==> src/rtl/bfp_pkg.sv <==
package bfp_pkg;
  typedef enum logic {
    ST_FILL  = 1'b0,
    ST_DRAIN = 1'b1
  } bfp_state_e;
endpackage

==> src/rtl/bfp_rst_sync.sv <==
module bfp_rst_sync (
  input  logic clk,
  input  logic rst_n,
  output logic rst_n_sync
);
  logic meta_q;
  logic hold_q;

  always_ff @(posedge clk or negedge rst_n) begin
    if (!rst_n) begin
      meta_q <= 1'b0;
      hold_q <= 1'b0;
    end else begin
      meta_q <= 1'b1;
      hold_q <= meta_q;
    end
  end

  assign rst_n_sync = hold_q;
endmodule

==> src/rtl/bfp_headroom.sv <==
module bfp_headroom #(
  parameter int W  = 16,
  parameter int CW = 5
) (
  input  logic [W-1:0]  x,
  output logic [CW-1:0] run
);
  // chain[i] is 1 while bits W-1..i all equal the sign bit
  logic [W-1:0] chain;

  genvar gi;
  generate
    for (gi = W - 1; gi >= 0; gi--) begin : g_chain
      if (gi == W - 1) begin : g_top
        assign chain[gi] = 1'b1;
      end else begin : g_rest
        assign chain[gi] = chain[gi+1] & (x[gi] == x[W-1]);
      end
    end
  endgenerate

  always_comb begin
    run = '0;
    for (int i = 0; i < W; i++) begin
      run = run + CW'(chain[i]);
    end
  end
endmodule

==> src/rtl/bfp_frame_buf.sv <==
module bfp_frame_buf #(
  parameter int W     = 16,
  parameter int DEPTH = 8,
  parameter int AW    = 3
) (
  input  logic          clk,
  input  logic          rst_n,
  input  logic          wr_en,
  input  logic [AW-1:0] wr_addr,
  input  logic [W-1:0]  wr_data,
  input  logic          rd_en,
  input  logic [AW-1:0] rd_addr,
  output logic [W-1:0]  rd_data
);
  logic [W-1:0] mem [DEPTH];

  always_ff @(posedge clk) begin
    if (wr_en) begin
      mem[wr_addr] <= wr_data;
    end
  end

  assign rd_data = mem[rd_addr];

  // no sample is stored while the frame is being played back
  a_r2_no_write_in_drain: assert property (@(posedge clk) disable iff (!rst_n)
    rd_en |-> !wr_en);
endmodule

==> src/rtl/bfp_scaler.sv <==
module bfp_scaler #(
  parameter int WIN   = 16,
  parameter int WOUT  = 12,
  parameter int EXP_W = 5
) (
  input  logic signed [WIN-1:0]   x,
  input  logic signed [EXP_W-1:0] shamt,
  output logic signed [WOUT-1:0]  y
);
  localparam logic signed [WOUT-1:0] MAXP = {1'b0, {(WOUT-1){1'b1}}};
  localparam logic [WIN-1:0]         ONE  = {{(WIN-1){1'b0}}, 1'b1};

  logic [EXP_W-1:0]      amt_l;
  logic [EXP_W-1:0]      amt_r;
  logic signed [WIN-1:0] lsh;
  logic signed [WIN-1:0] rsh;
  logic [WIN-1:0]        mask;
  logic [WIN-1:0]        half;
  logic [WIN-1:0]        frac;
  logic                  up;
  logic                  neg;

  always_comb begin
    amt_l = shamt;
    amt_r = -shamt;
    neg   = x[WIN-1];
    lsh   = x <<< amt_l;
    rsh   = x >>> amt_r;
    mask  = (ONE << amt_r) - ONE;
    half  = ONE << (amt_r - 1'b1);
    frac  = x & mask;
    // ties away from zero: positive rounds up at half, negative only above half
    up    = neg ? (frac > half) : (frac >= half);
    if (!shamt[EXP_W-1]) begin
      y = lsh[WOUT-1:0];
    end else if (up && !neg && (rsh[WOUT-1:0] == MAXP)) begin
      y = MAXP;
    end else begin
      y = rsh[WOUT-1:0] + WOUT'(up);
    end
  end
endmodule

==> src/rtl/bfp_pass_norm.sv <==
module bfp_pass_norm #(
  parameter int WIN   = 16,
  parameter int WOUT  = 12,
  parameter int DEPTH = 8,
  parameter int EXP_W = $clog2((((WIN - WOUT) > (WOUT - 1)) ? (WIN - WOUT) : (WOUT - 1)) + 1) + 1,
  parameter int BLK_W = EXP_W + $clog2($clog2(DEPTH) + 1)
) (
  input  logic             clk,
  input  logic             rst_n,
  input  logic             tx_start,
  input  logic             in_valid,
  input  logic [WIN-1:0]   in_data,
  input  logic             in_last,
  output logic             in_ready,
  output logic             out_valid,
  output logic [WOUT-1:0]  out_data,
  output logic             out_last,
  output logic [EXP_W-1:0] pass_exp,
  output logic [BLK_W-1:0] block_exp
);
  import bfp_pkg::*;

  localparam int AW   = (DEPTH > 1) ? $clog2(DEPTH) : 1;
  localparam int CW   = $clog2(WIN + 1);
  localparam int GROW = WIN - WOUT;
  localparam logic [AW-1:0] LAST_ADDR = AW'(DEPTH - 1);
  localparam logic [CW-1:0] RUN_INIT  = CW'(WIN);

  logic rst_ns;

  bfp_state_e      state_q, state_d;
  logic [AW-1:0]   wr_cnt_q, wr_cnt_d;
  logic [AW-1:0]   rd_cnt_q, rd_cnt_d;
  logic [AW-1:0]   len_m1_q, len_m1_d;
  logic [CW-1:0]   run_min_q, run_min_d;
  logic            any_nz_q, any_nz_d;
  logic [EXP_W-1:0] pass_exp_q, pass_exp_d;
  logic [BLK_W-1:0] block_exp_q, block_exp_d;

  logic            accept;
  logic            frame_end;
  logic [CW-1:0]   cur_run;
  logic [CW-1:0]   frame_min;
  logic            frame_nz;
  logic [EXP_W-1:0] shift_calc;
  logic [WIN-1:0]  rd_sample;
  logic            drain_step;

  bfp_rst_sync u_rst (
    .clk       (clk),
    .rst_n     (rst_n),
    .rst_n_sync(rst_ns)
  );

  bfp_headroom #(.W(WIN), .CW(CW)) u_head (
    .x  (in_data),
    .run(cur_run)
  );

  bfp_frame_buf #(.W(WIN), .DEPTH(DEPTH), .AW(AW)) u_buf (
    .clk    (clk),
    .rst_n  (rst_ns),
    .wr_en  (accept),
    .wr_addr(wr_cnt_q),
    .wr_data(in_data),
    .rd_en  (drain_step),
    .rd_addr(rd_cnt_q),
    .rd_data(rd_sample)
  );

  bfp_scaler #(.WIN(WIN), .WOUT(WOUT), .EXP_W(EXP_W)) u_scale (
    .x    (rd_sample),
    .shamt(pass_exp_q),
    .y    (out_data)
  );

  assign in_ready   = (state_q == ST_FILL);
  assign drain_step = (state_q == ST_DRAIN);
  assign accept     = in_valid && in_ready;
  assign frame_end  = accept && (in_last || (wr_cnt_q == LAST_ADDR));
  assign frame_min  = (cur_run < run_min_q) ? cur_run : run_min_q;
  assign frame_nz   = any_nz_q || (in_data != '0);

  always_comb begin
    int raw;
    raw = int'(frame_min) - 1 - GROW;
    shift_calc = frame_nz ? EXP_W'(raw) : '0;
  end

  // next-state logic
  always_comb begin
    state_d     = state_q;
    wr_cnt_d    = wr_cnt_q;
    rd_cnt_d    = rd_cnt_q;
    len_m1_d    = len_m1_q;
    run_min_d   = run_min_q;
    any_nz_d    = any_nz_q;
    pass_exp_d  = pass_exp_q;
    block_exp_d = tx_start ? '0 : block_exp_q;

    if (state_q == ST_FILL) begin
      if (frame_end) begin
        state_d     = ST_DRAIN;
        len_m1_d    = wr_cnt_q;
        wr_cnt_d    = '0;
        rd_cnt_d    = '0;
        run_min_d   = RUN_INIT;
        any_nz_d    = 1'b0;
        pass_exp_d  = shift_calc;
        block_exp_d = block_exp_d + {{(BLK_W-EXP_W){shift_calc[EXP_W-1]}}, shift_calc};
      end else if (accept) begin
        wr_cnt_d  = wr_cnt_q + 1'b1;
        run_min_d = frame_min;
        any_nz_d  = frame_nz;
      end
    end else begin
      if (rd_cnt_q == len_m1_q) begin
        state_d  = ST_FILL;
        rd_cnt_d = '0;
      end else begin
        rd_cnt_d = rd_cnt_q + 1'b1;
      end
    end
  end

  // registers
  always_ff @(posedge clk or negedge rst_ns) begin
    if (!rst_ns) begin
      state_q     <= ST_FILL;
      wr_cnt_q    <= '0;
      rd_cnt_q    <= '0;
      len_m1_q    <= '0;
      run_min_q   <= RUN_INIT;
      any_nz_q    <= 1'b0;
      pass_exp_q  <= '0;
      block_exp_q <= '0;
    end else begin
      state_q     <= state_d;
      wr_cnt_q    <= wr_cnt_d;
      rd_cnt_q    <= rd_cnt_d;
      len_m1_q    <= len_m1_d;
      run_min_q   <= run_min_d;
      any_nz_q    <= any_nz_d;
      pass_exp_q  <= pass_exp_d;
      block_exp_q <= block_exp_d;
    end
  end

  assign out_valid = drain_step;
  assign out_last  = drain_step && (rd_cnt_q == len_m1_q);
  assign pass_exp  = pass_exp_q;
  assign block_exp = block_exp_q;

  // exponent does not move while a frame is played back
  a_r7_exp_stable: assert property (@(posedge clk) disable iff (!rst_ns)
    (out_valid && !out_last) |=> $stable(pass_exp));

  // the sum only moves on a frame end or a start pulse
  a_r8_blk_hold: assert property (@(posedge clk) disable iff (!rst_ns)
    (!frame_end && !tx_start) |=> $stable(block_exp));

  // the final word closes the playback
  a_r5_last_closes: assert property (@(posedge clk) disable iff (!rst_ns)
    (out_valid && out_last) |=> (!out_valid && in_ready));

  // input is held off only while words are being played back
  a_r2_hold_while_drain: assert property (@(posedge clk) disable iff (!rst_ns)
    !in_ready |-> out_valid);

  // playback starts right after a frame end
  a_r5_start_after_end: assert property (@(posedge clk) disable iff (!rst_ns)
    frame_end |=> out_valid);
endmodule

==> config.mk <==
export PLATFORM = sky130hd
export DESIGN_NAME = bfp_pass_norm
export DESIGN_NICKNAME = d
export VERILOG_FILES = /design/src/rtl/bfp_pkg.sv /design/src/rtl/bfp_rst_sync.sv /design/src/rtl/bfp_headroom.sv /design/src/rtl/bfp_frame_buf.sv /design/src/rtl/bfp_scaler.sv /design/src/rtl/bfp_pass_norm.sv
export SDC_FILE = /design/constraint.sdc
export NUM_CORES = 1
export LEC_CHECK = 0
export BUFFER_PORTS_ARGS = -buffer_cell sky130_fd_sc_hd__buf_4
export CORE_ASPECT_RATIO = 1.4
export CORE_MARGIN = 5
export CORE_UTILIZATION = 57
export DETAILED_ROUTE_END_ITERATION = 7
export PLACE_DENSITY = 0.85
export SYNTH_ARGS = -nofsm -noshare
export SYNTH_HDL_FRONTEND = slang
export SYNTH_HIERARCHICAL = 1
export SYNTH_SLANG_ARGS = --single-unit
==> constraint.sdc <==
create_clock -name clk -period 7.4 [get_ports clk]
set_input_delay 1.48 -clock clk [delete_from_list [all_inputs] [get_ports clk]]
set_output_delay 1.48 -clock clk [all_outputs]
set_load 0.1 [all_outputs]
# Word-level counts from Yosys, hierarchy flattened
# Memories as Yosys holds them, arrays and structs flattened.
# Index checks and enable logic that the tools add are counted.
# totals
inputBits,21
output_inout_bits,27
ramBits,128
reg_bits,30
mem_count,1
# classes
bitwise_logic,16
n_shift,4
mux,22
n_lt_le_gt_ge,3
addsub,24
n_eq_ne,18
reduce_logical,13
# memory_table
name,words,word_bits,read_ports,rd_clocked_by_memory_dff,wr,line_no,text
u_buf.mem,8,16,1,0,1,bfp_frame_buf.sv:15,logic [W-1:0] mem [DEPTH];
# op_table
op,n
adder 5 x 1 -> 5 bit,13
<< shifter 1 x 5 -> 16 bit (first input constant),2
two-way mux 12 bit,2
two-way mux 7 bit,3
two-way mux 5 bit,4
bitwise AND 16 bit,1
greater-or-equal comparator 16 bit,1
greater-than comparator 16 bit,1
nonzero test 16 bit,1
<<< shifter 16 x 5 -> 12 bit,1
>>> shifter 16 x 5 -> 12 bit,1
subtractor 16 x 1 -> 16 bit (second input constant),1
== test 1 bit,15
two-way mux 3 bit,5
bitwise AND 1 bit,14
adder 12 x 1 -> 12 bit,1
== test 12 x 11 -> 1 bit (second input constant),1
subtractor 5 x 1 -> 5 bit (second input constant),2
two-way mux 1 bit,8
adder 7 bit,1
adder 3 x 1 -> 3 bit (second input constant),2
adder 5 x 1 -> 5 bit (second input constant),1
logical AND 1 bit,5
less-than comparator 5 bit,1
10 further kinds,13

# Longest topological paths before layout
# logic_depth
depth_word,38
ltp_mapped,31

# Cells and area by module
# Netlist, hierarchy kept.
# by_module_without_submodules
mod,n_inst,seq_area_each_um2,cells_each,area_per_inst_um2
bfp_frame_buf,1,3843.7,198,4973.5
bfp_scaler,1,0.0,403,2896.5
bfp_pass_norm,1,701.9,190,1754.2
bfp_headroom,1,0.0,78,630.6
bfp_rst_sync,1,50.0,3,53.8

# Worst setup path before layout
# Ideal clock, no wire load.
# synth_timing
path_type,flip-flop to output port
from,register pass_exp_q[0] (netlist: pass_exp[0])
to,output out_data[10]
required_ns,5.920
path_stages_with_launch,31
path_buffers,5
slack_ns,-2.142
arrival_time_ns,8.062
cell_sequence,dfrtp_1 buf_6 buf_6 clkinv_1 ha_1 buf_2 xnor2_1 o22a_1 buf_2 clkbuf_1 nor2_1 nand2_1 ha_1 o31ai_1 a21oi_1 a21boi_1 mux2i_1 nand2_1 a21boi_1 ha_1 nand4_1 or3_1 o32ai_1 nor3_1 nor2_1 ha_1 ha_1 nand3_1 o31ai_1 o41ai_1 a21oi_1
# synth_between
elab_chain_len,10
word_cells_on_any_way,17
cone_classes,add/sub (4); order compare (2); eq/ne (1); shift (4); mux (3); bitwise (1); reduce/logical (2)
# synth_rtl
item,line_no,text
start: declaration,bfp_pass_norm.sv:37,"logic [EXP_W-1:0] pass_exp_q, pass_exp_d;"
start signal: assignment,bfp_pass_norm.sv:144,pass_exp_q <= pass_exp_d;
"parallel branches: the longest is 9 deep, another holds subtractor 16 x 1 -> 16 bit",n/a,
two-way mux 12 bit (*),bfp_scaler.sv:34,if (!shamt[EXP_W-1]) begin
end: declaration,bfp_pass_norm.sv:16,"output logic [WOUT-1:0] out_data,"
# Mark *: on every way between the ends.

# Worst setup path in the final report
# layout_timing
from,input in_data[15]
to,register block_exp_q[6] (netlist: block_exp[6])
# layout_between
elab_chain_len,38
word_cells_on_any_way,54
cone_classes,add/sub (18); order compare (1); eq/ne (15); mux (4); bitwise (14); reduce/logical (2)
# layout_rtl
item,line_no,text
start: declaration,bfp_pass_norm.sv:12,"input logic [WIN-1:0] in_data,"
== test 1 bit,bfp_headroom.sv:17,assign chain[gi] = chain[gi+1] & (x[gi] == x[W-1]);
bitwise AND 1 bit (14 in a row),bfp_headroom.sv:17,
adder 1 x 1 -> 2 bit,bfp_headroom.sv:25,run = run + CW'(chain[i]);
adder 5 x 1 -> 5 bit (12 in a row),bfp_headroom.sv:25,
adder 5 x 1 -> 5 bit (*) (2 in a row),bfp_headroom.sv:25,
net cur_run[2],bfp_pass_norm.sv:42,logic [CW-1:0] cur_run;
less-than comparator 5 bit,bfp_pass_norm.sv:81,assign frame_min = (cur_run < run_min_q) ? cur_run : run_min_q;
two-way mux 5 bit (*),bfp_pass_norm.sv:81,
subtractor 5 x 1 -> 5 bit (*),bfp_pass_norm.sv:86,raw = int'(frame_min) - 1 - GROW;
subtractor 5 x 4 -> 5 bit (*),bfp_pass_norm.sv:86,
two-way mux 5 bit (*),bfp_pass_norm.sv:87,shift_calc = frame_nz ? EXP_W'(raw) : '0;
net shift_calc[2],bfp_pass_norm.sv:45,logic [EXP_W-1:0] shift_calc;
adder 7 bit (*),bfp_pass_norm.sv:110,"block_exp_d = block_exp_d + {{(BLK_W-EXP_W){shift_calc[EXP_W-1]}}, shift_calc};"
two-way mux 7 bit (*),bfp_pass_norm.sv:102,if (frame_end) begin
two-way mux 7 bit (*),bfp_pass_norm.sv:101,if (state_q == ST_FILL) begin
net block_exp_d[6],bfp_pass_norm.sv:38,"logic [BLK_W-1:0] block_exp_q, block_exp_d;"
end signal: assignment,bfp_pass_norm.sv:145,block_exp_q <= block_exp_d;
end: declaration,bfp_pass_norm.sv:38,
# Mark *: on every way through the listed nets, which the timed path passes. The rest lies on a longest branch.
# A chain may end at the register's enable or synchronous reset.

==> results.toml <==
[outcome]
status = "finished with violations"
violations = "setup timing"

[final_layout]
post-route-util_pct = 70.3
stdcell_count = 1247
regArea_sq_mm = 0.00461
n_antenna_cell = 0
nets = 1068
multiInputGateArea_sq_mm = 0.00576
fillers = 1210
area_growth_syn_to_layout_pct = 21.8
final_layout_size_suffix_gt1_share_pct = 31.0

[placement]
post-dp-hpwl_um = 19700
portBuffers = 47
gp_congestion = 0.965
dpl_worst_slack_ns = -0.839
dpl.cell_count = 1203

[drt]
vias = 8131
ant_nets = 0
via_per_inst = 6.52
wl_per_cell_um = 24.1
first_pass_iters = 8
drc = 0
dr.first_iter.drc_count = 790
routed_wl_um = 30000

[critical_path]
worstSetupPathType = "input pin to register"
startpoint_type = "input pin"
reg2reg_depth = 14
critPathArrivalTime_ns = 8.18
cp_common_cell = "fa_1"
critPathMaxFanout = 5
slowest_stage = "fa_1"
cp_slowest_stage_delay_ns = 0.54
endpoint_kind = "register"
crit_required_ns = 7.76

[floorplan]
die_w_um = 124
rows = 58
start_util_pct = 57.7
core_sq_mm = 0.0179
boundaryPins = 48
die_y_um = 169
die_area_sq_mm = 0.0209

[cts]
cts_hold_buf = 0
clkLatencyLatePin_ns = 0.43
root_buffer = "clkbuf_16"
cts.sinks = 158
cts_inserted_buffers = 17
h-tree-depth = 4
cts_buffer_depth = 2
tritoncts = "built"
clk_pin_slew_ns = 0.08

[sta]
worst_pin_slew_ns = 0.871
max_slew_margin_pct = 41.5
clock_skew_ns = 0.0148
rsz0062_at_grt = "yes"
post-route-min-period_ns = 7.82
fmax_mhz = 128
fin_ws_ns = -0.423
drv_slew = 0
fin_crit_sh_pct = 106
hold_slack_ns = 0.307
hold_violations = 0
finalSetupViolCount = 4

[global_route]
grt_pass1_wl_um = 44300
antenna_found_initial = 0
grt_max_degree = 36
grtUsageTotal_pct = 28.2
grt_pass1_vias = 8224
grt-ovfl-total = 0

[synth]
synth_cells = 872
synth_commonest_cells = "edfxtp_1 (128), nand2_1 (91), nor2_1 (57)"
seq_area_frac_synth_pct = 44.6
ys.flop_type = "edfxtp_1"
syn_avg_cell_area_sq_um = 11.8
synth_top_area_share_pct = 37.3
synth_edf_count = 128
synth.area.top_cells = "edfxtp_1 (37%), mux4_1 (7.1%), dfrtp_1 (7.0%)"
synth_warnings = 6
yosysTopAreaCell = "edfxtp_1"
ys_ff_latch = 158
yosysUniqueCellTypes = 81
synth_fp_nets = 946
yosysMostFrequentCell = "edfxtp_1"
async_flop_share_pct = 19.0
synthesis.area_sq_mm = 0.0103

[job]
max_cap_violations = 0

[hold_path]
hold_path.class = "register to async pin"
[worst paths after layout]
check,startpoint,end,slack [ns]
setup / recovery,in_data[15],block_exp[6],-0.42
hold / removal,u_rst/rst_n_sync,block_exp[6],0.31
setup reg to reg,run_min_q[4],block_exp[6],4.05
hold reg to reg,u_rst/rst_n_sync,block_exp[6],0.31
max in group asynchronous,rst_n,u_rst/meta_q,6.48
min in group clk,u_rst/meta_q,u_rst/rst_n_sync,0.38
[metrics by stage]
| stage | setup TNS, ns | cell area [sq um] |
|---|---|---|
| finish | -1.08 | 12600 |
| global route | -1.68 | 12600 |
| CTS | -0.256 | 12300 |
| detailed placement | -2.82 | 11600 |
| global placement | -1.83 | 11600 |
| floorplan | -1.07 | 10500 |
[cell type report]
class                           count  share of cell area, %
Clock buffer                       17                   3.39
Sequential cell                   158                   36.7
Inverter                           35                   1.08
Timing Repair Buffer              145                   9.07
Multi-Input combinational cell    637                   45.9
Tap cell                          240                   2.39
Clock inverter                     15                   1.47
[state kept, by name (all words and copies together), names as in the netlist]
name              flops
any_nz_q              1
block_exp             7
len_m1_q              3
out_valid             1
pass_exp              5
rd_cnt_q              3
run_min_q             5
u_buf/mem           128
u_rst/meta_q          1
u_rst/rst_n_sync      1
wr_cnt_q              3
[critical path: cells and delay by family]
family | cells | cell delay [ns]
XOR/XNOR | 1 | 0.16
AO/OA/AOI/OAI | 7 | 1.22
AND/OR/NAND/NOR | 6 | 1.34
buffers and inverters | 4 | 0.30
adder cells (fa/ha/maj) | 8 | 3.07
multiplexers | 2 | 0.61
[cell families after synthesis]
family	synth area share [%]
xor+xnor	3.46
buf+inv	3.74
fa+ha+maj	7.16
simple gates	13.6
other cells	0.0364
compound gates	11.3
mux	16.1
flops	44.6
[cells in the final DEF, fill, tap and decap left out, types with 7 or more instances in the layout]
cell type / n
mux2i_1: 25
o21a_1: 10
dfrtp_1: 25
a21o_1: 7
fa_1: 8
nor2_1: 53
nand2_1: 89
a21oi_1: 31
nand3_1: 23
mux4_2: 16
a31oi_1: 8
clkbuf_16: 17
nand2b_1: 11
and2_1: 9
nor2b_1: 10
nand4_1: 13
ha_1: 36
xnor2_1: 22
o21ai_0: 26
buf_4: 135
nor3_1: 11
inv_1: 29
mux2_2: 26
mux4_1: 28
buf_6: 8
or3_1: 9
edfxtp_1: 128
xor2_1: 12
[timing repair]
action | CTS | global route
endpoints found under the setup margin | 11 | 14
buffers inserted | 4 | 8
hold endpoints to repair | 0 | 0
pin swaps | 13 | 13
resized for setup | 26 | 32
[per-layer routing]
metal	up-vias	track usage [%]	wire length [um]
met5	-	0	0
met4	0	15.6	1590
met3	107	3.84	1820
met2	467	50.7	16200
met1	3963	31.5	10400
li1	3594	-	-
Power is left out: the tool's default activity adds up to more than one toggle a clock period on the data nets, which glitch-free logic cannot reach.
